--- config.mk ---
export PLATFORM = sky130hd
export DESIGN_NAME = pwr_seq_supervisor
export DESIGN_NICKNAME = d
export VERILOG_FILES = /design/src/rtl/pwr_seq_pkg.sv /design/src/rtl/pwr_cond_eval.sv /design/src/rtl/pwr_uv_timer.sv /design/src/rtl/pwr_seq_fsm.sv /design/src/rtl/pwr_seq_supervisor.sv
export SDC_FILE = /design/constraint.sdc
export NUM_CORES = 1
export LEC_CHECK = 0
export BUFFER_PORTS_ARGS = -buffer_cell sky130_fd_sc_hd__buf_2
export CORE_ASPECT_RATIO = 0.75
export CORE_MARGIN = 8
export CORE_UTILIZATION = 45
export CTS_BUF_LIST = sky130_fd_sc_hd__clkbuf_4 sky130_fd_sc_hd__clkbuf_8 sky130_fd_sc_hd__clkbuf_16
export CTS_CLUSTER_SIZE = 24
export DETAILED_ROUTE_END_ITERATION = 6
export PLACE_DENSITY = 0.71
export SYNTH_ARGS = -nofsm -noshare
export SYNTH_HDL_FRONTEND = slang
export SYNTH_SLANG_ARGS = --single-unit
--- constraint.sdc ---
create_clock -name clk -period 2.6 [get_ports clk]
set_clock_uncertainty 0.1 [all_clocks]
set_input_delay 0.52 -clock clk [delete_from_list [all_inputs] [get_ports clk]]
set_output_delay 0.52 -clock clk [all_outputs]
set_load 0.1 [all_outputs]
--- src/rtl/pwr_seq_pkg.sv ---
package pwr_seq_pkg;

    typedef enum logic [2:0] {
        ST_IDLE  = 3'd0,
        ST_AUX   = 3'd1,
        ST_BOTH  = 3'd2,
        ST_HOLD  = 3'd3,
        ST_LATCH = 3'd4
    } seq_state_e;

    typedef enum logic [1:0] {
        CAUSE_NONE    = 2'b00,
        CAUSE_INPUT   = 2'b01,
        CAUSE_DISABLE = 2'b10,
        CAUSE_UVTIME  = 2'b11
    } cause_e;

    typedef struct packed {
        seq_state_e state;
        cause_e     cause;
        logic       en_prev;
        logic       vl_prev;
    } seq_regs_t;

endpackage

--- src/rtl/pwr_cond_eval.sv ---
module pwr_cond_eval (
    input  logic supply_ok,
    input  logic ref_ok,
    input  logic vin_low,
    input  logic vin_high,
    input  logic en_pin,
    input  logic prog_pin,
    input  logic uv_aux,
    input  logic uv_main,
    output logic enabled,
    output logic input_bad,
    output logic start_ok,
    output logic uv_any,
    output logic uv_clear
);
    always_comb begin
        // prog high: active-low enable; prog low: active-high enable
        enabled   = en_pin ^ prog_pin;
        input_bad = !supply_ok || !ref_ok || vin_low || vin_high;
        start_ok  = !input_bad && enabled;
        uv_any    = uv_aux || uv_main;
        uv_clear  = !uv_aux && !uv_main;
    end
endmodule

--- src/rtl/pwr_uv_timer.sv ---
module pwr_uv_timer #(
    parameter int CNT_W = 16
) (
    input  logic             clk,
    input  logic             rst_n,
    input  logic             arm,
    input  logic             uv_any,
    input  logic [CNT_W-1:0] limit,
    output logic             expire
);
    localparam int SUM_W = CNT_W + 1;

    logic [CNT_W-1:0] cnt_d, cnt_q;
    logic [SUM_W-1:0] nxt;

    always_comb begin
        nxt    = {1'b0, cnt_q} + {{CNT_W{1'b0}}, 1'b1};
        expire = arm && uv_any && (nxt >= {1'b0, limit});
        if (!arm || !uv_any || expire) cnt_d = '0;
        else                            cnt_d = nxt[CNT_W-1:0];
    end

    always_ff @(posedge clk or negedge rst_n) begin
        if (!rst_n) cnt_q <= '0;
        else        cnt_q <= cnt_d;
    end


    uv_gap_clears_timer_chk: assert property (@(posedge clk) disable iff (!rst_n)
        !uv_any |=> (cnt_q == '0));

endmodule

--- src/rtl/pwr_seq_fsm.sv ---
module pwr_seq_fsm
    import pwr_seq_pkg::*;
(
    input  logic   clk,
    input  logic   rst_n,
    input  logic   input_bad,
    input  logic   enabled,
    input  logic   start_ok,
    input  logic   en_pin,
    input  logic   vin_low,
    input  logic   boot_low,
    input  logic   boot_above,
    input  logic   uv_clear,
    input  logic   expire,
    output logic   run_aux,
    output logic   run_main,
    output logic   latched_off,
    output logic   arm,
    output cause_e cause
);
    seq_regs_t r_d, r_q;
    logic      rearm_evt;

    always_comb begin
        r_d         = r_q;
        r_d.en_prev = en_pin;
        r_d.vl_prev = vin_low;
        rearm_evt   = (en_pin != r_q.en_prev) || (vin_low != r_q.vl_prev);

        unique case (r_q.state)
            ST_IDLE: begin
                if (start_ok) begin
                    r_d.state = ST_AUX;
                    r_d.cause = CAUSE_NONE;
                end
            end
            ST_AUX, ST_BOTH: begin
                if (expire) begin
                    r_d.state = ST_LATCH;
                    r_d.cause = CAUSE_UVTIME;
                end else if (input_bad) begin
                    r_d.state = ST_HOLD;
                    r_d.cause = CAUSE_INPUT;
                end else if (!enabled) begin
                    r_d.state = ST_HOLD;
                    r_d.cause = CAUSE_DISABLE;
                end else if (r_q.state == ST_AUX && boot_above) begin
                    r_d.state = ST_BOTH;
                end
            end
            ST_HOLD: begin
                if (start_ok && boot_low) begin
                    r_d.state = ST_AUX;
                    r_d.cause = CAUSE_NONE;
                end
            end
            ST_LATCH: begin
                if (uv_clear && boot_low && rearm_evt) r_d.state = ST_HOLD;
            end
            default: r_d.state = ST_IDLE;
        endcase
    end

    always_ff @(posedge clk or negedge rst_n) begin
        if (!rst_n) begin
            r_q.state   <= ST_IDLE;
            r_q.cause   <= CAUSE_NONE;
            r_q.en_prev <= 1'b1;
            r_q.vl_prev <= 1'b0;
        end else begin
            r_q <= r_d;
        end
    end

    always_comb begin
        run_aux     = (r_q.state == ST_AUX) || (r_q.state == ST_BOTH);
        run_main    = (r_q.state == ST_BOTH);
        latched_off = (r_q.state == ST_LATCH);
        arm         = run_aux;
        cause       = r_q.cause;
    end


    input_fault_off_chk: assert property (@(posedge clk) disable iff (!rst_n)
        input_bad |=> (!run_aux && !run_main));


    aux_start_cond_chk: assert property (@(posedge clk) disable iff (!rst_n)
        $rose(run_aux) |-> $past(start_ok));


    main_after_boot_chk: assert property (@(posedge clk) disable iff (!rst_n)
        $rose(run_main) |-> ($past(boot_above) && $past(run_aux)));


    restart_boot_low_chk: assert property (@(posedge clk) disable iff (!rst_n)
        ($rose(run_aux) && ($past(cause) != CAUSE_NONE)) |-> $past(boot_low));


    latch_release_chk: assert property (@(posedge clk) disable iff (!rst_n)
        $fell(latched_off) |-> $past(uv_clear && boot_low));

endmodule

--- src/rtl/pwr_seq_supervisor.sv ---
module pwr_seq_supervisor
    import pwr_seq_pkg::*;
#(
    parameter int CNT_W = 16
) (
    input  logic             clk,
    input  logic             rst_n,
    input  logic             supply_ok,
    input  logic             ref_ok,
    input  logic             vin_low,
    input  logic             vin_high,
    input  logic             en_pin,
    input  logic             prog_pin,
    input  logic             uv_aux,
    input  logic             uv_main,
    input  logic             boot_low,
    input  logic             boot_above,
    input  logic [CNT_W-1:0] uv_limit,
    output logic             run_aux,
    output logic             run_main,
    output logic             latched_off,
    output logic [1:0]       fault_cause
);
    logic   enabled, input_bad, start_ok, uv_any, uv_clear;
    logic   arm, expire;
    cause_e cause;

    pwr_cond_eval u_cond (
        .supply_ok (supply_ok),
        .ref_ok    (ref_ok),
        .vin_low   (vin_low),
        .vin_high  (vin_high),
        .en_pin    (en_pin),
        .prog_pin  (prog_pin),
        .uv_aux    (uv_aux),
        .uv_main   (uv_main),
        .enabled   (enabled),
        .input_bad (input_bad),
        .start_ok  (start_ok),
        .uv_any    (uv_any),
        .uv_clear  (uv_clear)
    );

    pwr_uv_timer #(.CNT_W(CNT_W)) u_timer (
        .clk    (clk),
        .rst_n  (rst_n),
        .arm    (arm),
        .uv_any (uv_any),
        .limit  (uv_limit),
        .expire (expire)
    );

    pwr_seq_fsm u_fsm (
        .clk         (clk),
        .rst_n       (rst_n),
        .input_bad   (input_bad),
        .enabled     (enabled),
        .start_ok    (start_ok),
        .en_pin      (en_pin),
        .vin_low     (vin_low),
        .boot_low    (boot_low),
        .boot_above  (boot_above),
        .uv_clear    (uv_clear),
        .expire      (expire),
        .run_aux     (run_aux),
        .run_main    (run_main),
        .latched_off (latched_off),
        .arm         (arm),
        .cause       (cause)
    );

    assign fault_cause = cause;

endmodule

## Yosys cells after proc, flatten, opt, wreduce, memory -nomap -nowiden

Index checks and enable logic that the tools add are counted.

- Bits in registers: 23

- Bitwise operators: 1
- Add/subtract/negate cells: 1
- Order comparisons: 1
- Eq/ne operators: 11
- Reductions and logical operators: 28
- Mux-type cells: 11

Operators with widths:

| operator | number |
|---|---|
| $mux W5 | 4 |
| $add A16 B1 Y17 const B | 1 |
| $ge A17 B16 Y1 | 1 |
| $mux W16 | 1 |
| $pmux W3 S4 | 1 |
| $mux W3 | 3 |
| $logic_and A1 B1 Y1 | 8 |
| $logic_or A1 B1 Y1 | 8 |
| $reduce_and A4 Y1 | 2 |
| $logic_not A1 Y1 | 7 |
| $eq A3 B2 Y1 const B | 2 |
| $ne A2 B1 Y1 const B | 3 |
| $pmux W2 S3 | 1 |
| $ne A5 B5 Y1 const B | 1 |
| $ne A4 B4 Y1 const B | 1 |
| $eq A3 B1 Y1 const B | 1 |
| $eq A3 B3 Y1 const B | 1 |
| $logic_not A3 Y1 | 1 |
| $reduce_bool A3 Y1 | 1 |
| $mux W2 | 1 |
| $ne A1 B1 Y1 | 2 |
| $reduce_or A2 Y1 | 1 |
| $xor A1 B1 Y1 | 1 |

## Longest topological paths before layout

Gate-level depths: netlist of run 1.

- Depth in word-level cells: 9
- Mapped depth: 13

## Cells and area by module

Synthesis of run 1 repeated with hierarchy kept, for this count alone.

- Cells, all modules: 189
- Area, all modules: 1,717.9 sq um

Modules (own cells, without submodules):

| module | cells each | seq. area each (sq um) | area an instance (sq um) | instances |
|---|---|---|---|---|
| pwr_uv_timer | 133 | 400.4 | 1,214.9 | 1 |
| pwr_seq_fsm | 51 | 176.4 | 466.7 | 1 |
| pwr_cond_eval | 5 | 0.0 | 36.3 | 1 |

## Least setup slack after synthesis of run 1

No wires, ideal clock.

- Path type: register to output
- Start: reg u_fsm.r_q[5] in the netlist's numbering
- End: out run_main
- Data required time: 1.980 ns
- Data arrival time: 2.544 ns
- Path slack: -0.564 ns
- Buffers on the path: 0
- Stages on the path, launching flop included: 3
- Cell sequence: dfrtp_1 inv_1 nor3_1

- Longest elaborated chain between the ends: 1

Ends and longest elaborated chain:

| item | line | RTL |
|---|---|---|
| start: declaration | pwr_seq_fsm.sv:21 | `seq_regs_t r_d, r_q;` |
| start signal: assignment | pwr_seq_fsm.sv:71 | `r_q <= r_d;` |
| $eq A3 B2 Y1 | pwr_seq_fsm.sv:77 | `run_main = (r_q.state == ST_BOTH);` |
| end: declaration | pwr_seq_supervisor.sv:20 | `output logic run_main,` |

Every way passes these cells.

## Worst setup path in the final report of run 1

- Start: reg u_timer.cnt_q[0]
- End: reg u_timer.cnt_q[7]

- Longest elaborated chain between the ends: 5

Ends and longest elaborated chain:

| item | line | RTL |
|---|---|---|
| start: declaration | pwr_uv_timer.sv:13 | `logic [CNT_W-1:0] cnt_d, cnt_q;` |
| start signal: assignment | pwr_uv_timer.sv:25 | `else cnt_q <= cnt_d;` |
| $add A16 B1 Y17 * | pwr_uv_timer.sv:17 | `nxt = {1'b0, cnt_q} + {{CNT_W{1'b0}}, 1'b1};` |
| $ge A17 B16 Y1 | pwr_uv_timer.sv:18 | `expire = arm && uv_any && (nxt >= {1'b0, limit});` |
| $logic_and A1 B1 Y1 | pwr_uv_timer.sv:18 |  |
| $logic_or A1 B1 Y1 | pwr_uv_timer.sv:19 | `if (!arm \|\| !uv_any \|\| expire) cnt_d = '0;` |
| $mux W16 * | pwr_uv_timer.sv:19 |  |
| net u_timer.cnt_d[7] | pwr_uv_timer.sv:13 |  |

Mark *: on every way through the listed nets, which the timed path passes. The rest lies on a longest branch.
A chain may end at the register's enable or synchronous reset.

==> results.txt, run 1 <==
----------------------------------------------------
[Placed design]
  Worst-case setup slack after placement ... -0.474 ns
  HPWL reported at the end of detailed placement ... between 3000 and 4000 microns
  Port Buf Inserts ... 32
  RePlAce Congestion ... between 0.8 and 0.9

[Timing]
  Final number of max-transition violations ... 0
  Transition time of the tightest slew-check pin ... 0.518 ns
  Achievable frequency ... around 0.33 GHz
  Final worst-path cycle share ... 115%
  Post-route worst setup slack ... -0.391 ns
  Total setup violations reported at the end of the flow ... 21
  RSZ-0062 raised after global routing ... yes
  Hold violation total from the final report ... 0
  Time the final worst path needs with I/O delays and setup ... 2.99 ns
  Worst rel slew slack ... between 60% and 70%

[Floorplanning]
  Core Rows ... 19
  Die boundary width ... between 80 and 90 microns
  Effective utilization at floorplan ... a little under half
  Die extent in y ... approximately 69 microns
  Core footprint ... roughly 0.0036 sq mm
  Io pins ... 33
  Total Die Area ... about 0.006 sq mm

[Detailed routing]
  Initial drt markers ... slightly above 70
  Total routed wirelength ... between 4000 and 5000 microns
  TritonRoute pass-1 iters ... 4
  Number of remaining DRC errors ... 0
  Vias per cell ... 5.04
  WL/cell ... roughly 14 microns
  Total via count in the routed design ... around 1.5k
  Antenna Violating Nets Remaining ... 0

[Critical path]
  Gate family responsible for the most delay along the worst path ... compound AO/OA/AOI/OAI gates
  Data required time of the worst path ... about 2.7 ns
  Largest incremental delay on the critical path ... just over 0.4 ns
  Crit start category ... register
  Maximum fanout along the worst path ... 8
  Worst setup path class ... register to register
  Critical-path cell with the highest stage delay ... sky130_fd_sc_hd__dfrtp_1
  Crit path buf inv count ... 1
  Crit. End Element ... register
  Arrival time of data at the critical path endpoint ... between 3 and 4 ns
  Ordered list of cells on the worst path ... ha_2 -> and4_4 -> nand4_1 -> xnor2_2 -> ha_1 -> a21oi_2 -> o21ai_1 -> a221o_1 -> a211oi_4 -> buf_4 -> nand3_4 -> nor2b_1

[Run]
  MaxCap Viol Count ... 0

[Clock network]
  Root buffer cell ... sky130_fd_sc_hd__clkbuf_8
  Count of clock tree sinks ... 23
  Number of buffers on the longest clock path ... 2
  Clock slew at the register clock pins of the worst setup and hold paths ... 0.08 ns
  Cts-stage hold buffer count ... 0
  Total clock buffers created by CTS ... 3
  CTS H-Tree Depth ... 1
  Clock tree from TritonCTS ... built
  Skew-Pair Late Insertion Delay ... about 0.28 ns

[Pwr]
  Pwr/cell area ... 645 mW/mm^2
  Post-route total power ... roughly 1500 uW
  IR drop worst, VDD ... ~0.00049 V
  Static Leakage ... ~0.0012 uW

[Layout]
  Antenna diode count ... 0
  Share of cells above drive strength 1 ... around two fifths
  Final-layout fill cell count ... between 200 and 300
  Multi-input combinational cell area ... between 0.001 and 0.0015 sq mm
  Seq. cell area ... 577 sq um
  # nets final ... between 200 and 300
  Most frequent cells in the layout ... sky130_fd_sc_hd__buf_2 (32), sky130_fd_sc_hd__buf_4 (32), sky130_fd_sc_hd__dfrtp_1 (22)
  Synth-to-layout area growth ... 38.5%

[Worst hold path]
  Worst Hold Class ... primary input to asynchronous set/reset pin

[Logic synthesis]
  Synthesized netlist net count ... between 200 and 250
  Number of standard cells after synthesis ... 184
  Area of the mapped netlist ... 0.00168 sq mm
  YS warnings ... 0
  Proportion of synthesized flip-flops having asynchronous set or reset ... 100%
  Top FF cell, synth ... sky130_fd_sc_hd__dfrtp_1
  Number of synthesized flops with an enable pin ... 0
  FF+latch count, synth ... 23
  Mean post-synth cell area ... around 9.1 sq um
  Synth unique cells ... 39
  Sequential fraction of the synthesis area ... around a third

[Status]
  Result of the run ... finished, violations left
  Failing checks ... setup timing

[Global route]
  Overflow left after global routing ... 0
  Antenna violations before repair ... 0
  GR met1 Demand/Resource ... ~19%
  Global Route met3 Usage ... between 3 and 4%
  Pin count of the biggest net entering global routing ... 24
  Routing usage on met2 ... 25.7%
  Busiest layer in global routing ... met2
  Via count of the first global-routing pass ... ~1.5k
  Global-route total usage across every layer ... between 10% and 20%
  First-pass GRT wire length ... about 7000 microns

----------------------------------------------------
repair_timing:
item	4_1_cts	5_1_grt
gates cloned	1	0
gates resized for setup	12	8
buffers inserted	6	3
endpoints found under the setup margin	21	21
pin swaps	15	15
stage by stage:
step	area, sq um	hold WS, ns	TNS, ns	util (%)	instances
finish	2320	0.105	-7.52	64.2	304
global route	2320	0.157	-10.22	64.2	304
CTS	2260	0.137	-4.37	62.5	301
detailed placement	2100	0.440	-8.90	58.0	290
global placement	2100	0.428	-8.30	58.0	290
floorplan	1710	0.124	-2.53	-	184
sequential cells by signal (all words and copies together), names as in the netlist:
signal	cells
u_fsm.r_q	5
u_fsm.cause	2
u_timer.cnt_q	16
layout make-up:
type                            instances  area share [%]
Clock buffer                            4            2.10
Inverter                               22            3.56
Multi-Input combinational cell        137            48.5
Sequential cell                        23            24.9
Tap cell                               52            2.80
Timing Repair Buffer                   66            18.2
worst paths after layout:
path / cells after the start / start / slack (ns) / to
min in group clk: 1 / en_pin / 0.28 / u_fsm.r_q[1]$_DFF_PN1_
max: 12 / u_timer.cnt_q[0]$_DFF_PN0_ / -0.39 / u_timer.cnt_q[7]$_DFF_PN0_
min: 1 / rst_n / 0.10 / u_timer.cnt_q[13]$_DFF_PN0_
min reg2reg: 2 / u_fsm.cause[1]$_DFFE_PN0P_ / 0.45 / u_fsm.cause[1]$_DFFE_PN0P_
max in group asynchronous: 1 / rst_n / 1.92 / u_fsm.r_q[1]$_DFF_PN1_
max reg2reg: 12 / u_timer.cnt_q[0]$_DFF_PN0_ / -0.39 / u_timer.cnt_q[7]$_DFF_PN0_
worst reg2reg max path, cell delays in order (launching register included):
cell	delay [ns]
sky130_fd_sc_hd__dfrtp_1	0.41
sky130_fd_sc_hd__ha_2	0.20
sky130_fd_sc_hd__and4_4	0.25
sky130_fd_sc_hd__nand4_1	0.14
sky130_fd_sc_hd__xnor2_2	0.17
sky130_fd_sc_hd__ha_1	0.31
sky130_fd_sc_hd__a21oi_2	0.14
sky130_fd_sc_hd__o21ai_1	0.07
sky130_fd_sc_hd__a221o_1	0.36
sky130_fd_sc_hd__a211oi_4	0.28
sky130_fd_sc_hd__buf_4	0.18
sky130_fd_sc_hd__nand3_4	0.14
sky130_fd_sc_hd__nor2b_1	0.15
power breakdown:
group | internal, uW | leakage [uW] | switching (uW)
clock network | 120 | 0.0000262 | 119
registers | 407 | 0.000304 | 54.8
logic | 229 | 0.000894 | 568
cells by family (layout without fill, tap and decap cells):
| family | after synthesis | after routing | share of synthesized area, % |
|---|---|---|---|
| compound gates | 33 | 33 | 14.0 |
| flops | 23 | 23 | 34.4 |
| xor+xnor | 17 | 17 | 8.89 |
| fa+ha+maj | 17 | 17 | 12.7 |
| buf+inv | 25 | 92 | 6.50 |
| simple gates | 69 | 70 | 23.5 |
Yosys cell counts (2+ instances only):
cell type | count | area [sq um]
sky130_fd_sc_hd__buf_4 | 2 | 15.0
sky130_fd_sc_hd__nor3_1 | 3 | 15.0
sky130_fd_sc_hd__and4_4 | 2 | 22.5
sky130_fd_sc_hd__nand3_1 | 9 | 45.0
sky130_fd_sc_hd__and3_1 | 4 | 25.0
sky130_fd_sc_hd__nor2_1 | 10 | 37.5
sky130_fd_sc_hd__nand2_1 | 14 | 52.6
sky130_fd_sc_hd__nand4_1 | 4 | 25.0
sky130_fd_sc_hd__a21o_1 | 5 | 37.5
sky130_fd_sc_hd__o21ai_0 | 6 | 30.0
sky130_fd_sc_hd__ha_1 | 17 | 213
sky130_fd_sc_hd__nand2b_1 | 3 | 18.8
sky130_fd_sc_hd__nor2b_1 | 14 | 87.6
sky130_fd_sc_hd__a21oi_1 | 10 | 50.1
sky130_fd_sc_hd__xor2_1 | 3 | 26.3
sky130_fd_sc_hd__xnor2_1 | 14 | 123
sky130_fd_sc_hd__dfrtp_1 | 22 | 551
sky130_fd_sc_hd__inv_1 | 21 | 78.8
metal layers:
layer | part of all wire [%] | up-vias
met5 | 0 | -
met4 | 1.3 | 0
met3 | 3.6 | 4
met2 | 49 | 31
met1 | 46 | 730
li1 | - | 767
Power figures use the tool's default switching activity.
==> run 2: changes to the inputs <==
CORE_UTILIZATION = 50   (was 45)
PLACE_DENSITY = 0.8   (was 0.71)
==> run 2 against run 1 <==
Compared with the run above: the flow still finishes with violations (setup timing); non-clock buffer count is 4 higher; global-route usage is 1.2 points higher; sequential share of layout area is 0.69 points lower.
==> results.txt, run 2 (same netlist as run 1, synthesis figures left out) <==
----------------------------------------------------
[Status]
  Result of the run ... finished, violations left
  Failing checks ... setup timing

[Detailed routing]
  Number of remaining DRC errors ... 0 (unchanged)
  Total routed wirelength ... 5140 microns (+19%)
  Vias per cell ... 5.58 (+11%)
  Antenna Violating Nets Remaining ... 0 (unchanged)
  Total via count in the routed design ... 1653 (+7.9%)
  WL/cell ... 17.4 microns (+22%)
  Initial drt markers ... 202 (+180%)
  TritonRoute pass-1 iters ... 4 (unchanged)

[Global route]
  Global-route total usage across every layer ... 16.3% (+1.2 points)
  Via count of the first global-routing pass ... 1616 (+6.7%)
  GR met1 Demand/Resource ... 19.8% (+1.2 points)
  Antenna violations before repair ... 0 (unchanged)
  First-pass GRT wire length ... 7420 microns (+6.4%)
  Pin count of the biggest net entering global routing ... 24 (unchanged)
  Overflow left after global routing ... 0 (unchanged)
  Busiest layer in global routing ... met2
  Routing usage on met2 ... 28.0% (+2.2 points)
  Global Route met3 Usage ... 3.45% (+0.016 points)

[Placed design]
  HPWL reported at the end of detailed placement ... 3110 microns (+0.86%)
  RePlAce Congestion ... 0.929 (+11%)
  Port Buf Inserts ... 32 (unchanged)

[Critical path]
  Worst reg-to-reg setup slack ... -0.43 ns (-0.04 ns)
  Worst setup path class ... register to register
  Maximum fanout along the worst path ... 8 (unchanged)
  Cell depth of the worst flop-to-flop path ... 13 (+1)
  Crit start category ... register
  Crit. End Element ... register
  Crit. Startpoint ... u_timer.cnt_q[0]$_DFF_PN0_
  FF-to-FF End ... u_timer.cnt_q[9]$_DFF_PN0_
  Data required time of the worst path ... 2.71 ns (about the same)
  Arrival time of data at the critical path endpoint ... 3.15 ns (+0.05 ns)
  Reg-to-Reg Start ... u_timer.cnt_q[0]$_DFF_PN0_
  Setup crit end ... u_timer.cnt_q[9]$_DFF_PN0_

[Floorplanning]
  Effective utilization at floorplan ... 51.7% (+5.3 points)
  Core Rows ... 18 (-1)
  Die boundary width ... 82.8 microns (-4.2%)
  Io pins ... 33 (unchanged)
  Core footprint ... 0.00324 sq mm (-10%)
  Total Die Area ... 0.00548 sq mm (-8.0%)
  Die extent in y ... 66.1 microns (-3.9%)

[Timing]
  Transition time of the tightest slew-check pin ... 0.549 ns (+0.0308 ns)
  Final worst-path cycle share ... 117% (+1.6 points)
  Time the final worst path needs with I/O delays and setup ... 3.03 ns (+0.0417 ns)
  Post-route worst setup slack ... -0.433 ns (-0.0417 ns)
  Worst rel slew slack ... 63.4% (-2.1 points)
  Worst Hold Slack ... 0.114 ns (+0.00941 ns)
  Aggregate negative setup slack ... -7.69 ns (-0.164 ns)
  Achievable frequency ... 0.330 GHz (-1.4%)
  Final number of max-transition violations ... 0 (unchanged)
  Hold violation total from the final report ... 0 (unchanged)
  Total setup violations reported at the end of the flow ... 21 (unchanged)
  RSZ-0062 raised after global routing ... yes

[Layout]
  Final-layout fill cell count ... 230 (-22%)
  Register ranked first by flip-flop count ... u_timer.cnt_q
  Seq. cell area ... 577 sq um (unchanged)
  # nets final ... 302 (+1.3%)
  Flip-flop count of the largest register after layout ... 16 (unchanged)
  Antenna diode count ... 0 (unchanged)
  Most frequent cells in the layout ... sky130_fd_sc_hd__buf_4 (36), sky130_fd_sc_hd__buf_2 (32), sky130_fd_sc_hd__dfrtp_1 (22)
  Synth-to-layout area growth ... 42.5%
  Biggest regs ... u_timer.cnt_q (16), u_fsm.r_q (5), u_fsm.cause (2)
  Multi-input combinational cell area ... 0.00118 sq mm (+4.6%)
  Share of cells above drive strength 1 ... 44.5% (+4.5 points)
  Most common cell after layout, fill and taps aside ... sky130_fd_sc_hd__buf_4

[Clock network]
  CTS H-Tree Depth ... 1 (unchanged)
  Skew-Pair Late Insertion Delay ... 0.28 ns (about the same)
  Clock slew at the register clock pins of the worst setup and hold paths ... 0.09 ns (about the same)
  Count of clock tree sinks ... 23 (unchanged)
  Clock tree from TritonCTS ... built
  Total clock buffers created by CTS ... 3 (unchanged)
  Root buffer cell ... sky130_fd_sc_hd__clkbuf_8
  Number of buffers on the longest clock path ... 2 (unchanged)
  Cts-stage hold buffer count ... 0 (unchanged)

[Pwr]
  IR drop worst, VDD ... 0.000454 V (-7.4%)
  Static Leakage ... 0.00129 uW (+5.2%)
  Pwr/cell area ... 649 mW/mm^2 (+0.59%)

[Worst hold path]
  Worst Hold Class ... primary input to asynchronous set/reset pin

[Run]
  MaxCap Viol Count ... 0 (unchanged)

----------------------------------------------------
==> run 2: how the worst min path moves through the flow <==
stage | start | to | slack (ns) | cells after the start
after floorplan | rst_n | u_fsm.cause[0]$_DFFE_PN0P_ | 0.12 | 0
after global placement | rst_n | u_fsm.cause[1]$_DFFE_PN0P_ | 0.42 | 1
after detailed placement | rst_n | u_fsm.cause[1]$_DFFE_PN0P_ | 0.43 | 1
after CTS | rst_n | u_fsm.cause[1]$_DFFE_PN0P_ | 0.13 | 1
after global routing | rst_n | u_timer.cnt_q[5]$_DFF_PN0_ | 0.15 | 1
final | rst_n | u_fsm.cause[1]$_DFFE_PN0P_ | 0.11 | 1
==> run 2: timing repair <==
action,4_1_cts,5_1_grt
pin swaps,10,12
setup endpoints to repair,21,21
resized for setup,10,21
cloned,0,1
setup buffers,6,8
hold endpoints to repair,0,0
==> run 2: cell type report <==
type                    instances  area share (%)
well taps                      40            2.10
multi-input cells             137            49.3
clock inverters                 1           0.314
inverters                      22            3.46
repair buffers                 70            19.0
clock buffers                   3            1.73
flip-flops and latches         23            24.2
==> run 2: worst max-delay path, stage by stage (launching register included) <==
cell and delay, ns:
sky130_fd_sc_hd__dfrtp_1 0.42, sky130_fd_sc_hd__and3_4 0.23, sky130_fd_sc_hd__nand3_4 0.11, sky130_fd_sc_hd__nor2_4 0.16
sky130_fd_sc_hd__nand4_1 0.15, sky130_fd_sc_hd__xnor2_1 0.26, sky130_fd_sc_hd__ha_1 0.30, sky130_fd_sc_hd__nand2_1 0.07
sky130_fd_sc_hd__o21ai_1 0.07, sky130_fd_sc_hd__a221o_1 0.34, sky130_fd_sc_hd__a211oi_4 0.27, sky130_fd_sc_hd__buf_4 0.20
sky130_fd_sc_hd__nand3_4 0.14, sky130_fd_sc_hd__nor2b_1 0.15
==> run 2: routing by layer <==
layer  vias to the layer above  wire [microns]
met5                         -               0
met2                        70            2530
met1                       791            2130
met3                        18             336
li1                        774               -
met4                         0             155
==> run 2: per-stage QoR <==
stage / instance area [sq um] / setup slack, ns / util [%] / power (uW) / std cells
floorplan: 1710 / -0.187 / - / 1080 / 184
global placement: 2070 / -0.327 / 64.0 / 1190 / 277
detailed placement: 2070 / -0.362 / 64.0 / 1210 / 277
CTS: 2220 / -0.300 / 68.3 / 1450 / 287
global route: 2390 / -0.556 / 73.6 / 1630 / 296
finish: 2390 / -0.433 / 73.6 / 1550 / 296
==> run 2: where the power goes <==
part	total, uW	leakage (uW)	internal [uW]	switching, uW
Combinational	838	0.000962	233	604
Clock	243	0.0000217	109	134
Sequential	468	0.000304	407	61.3
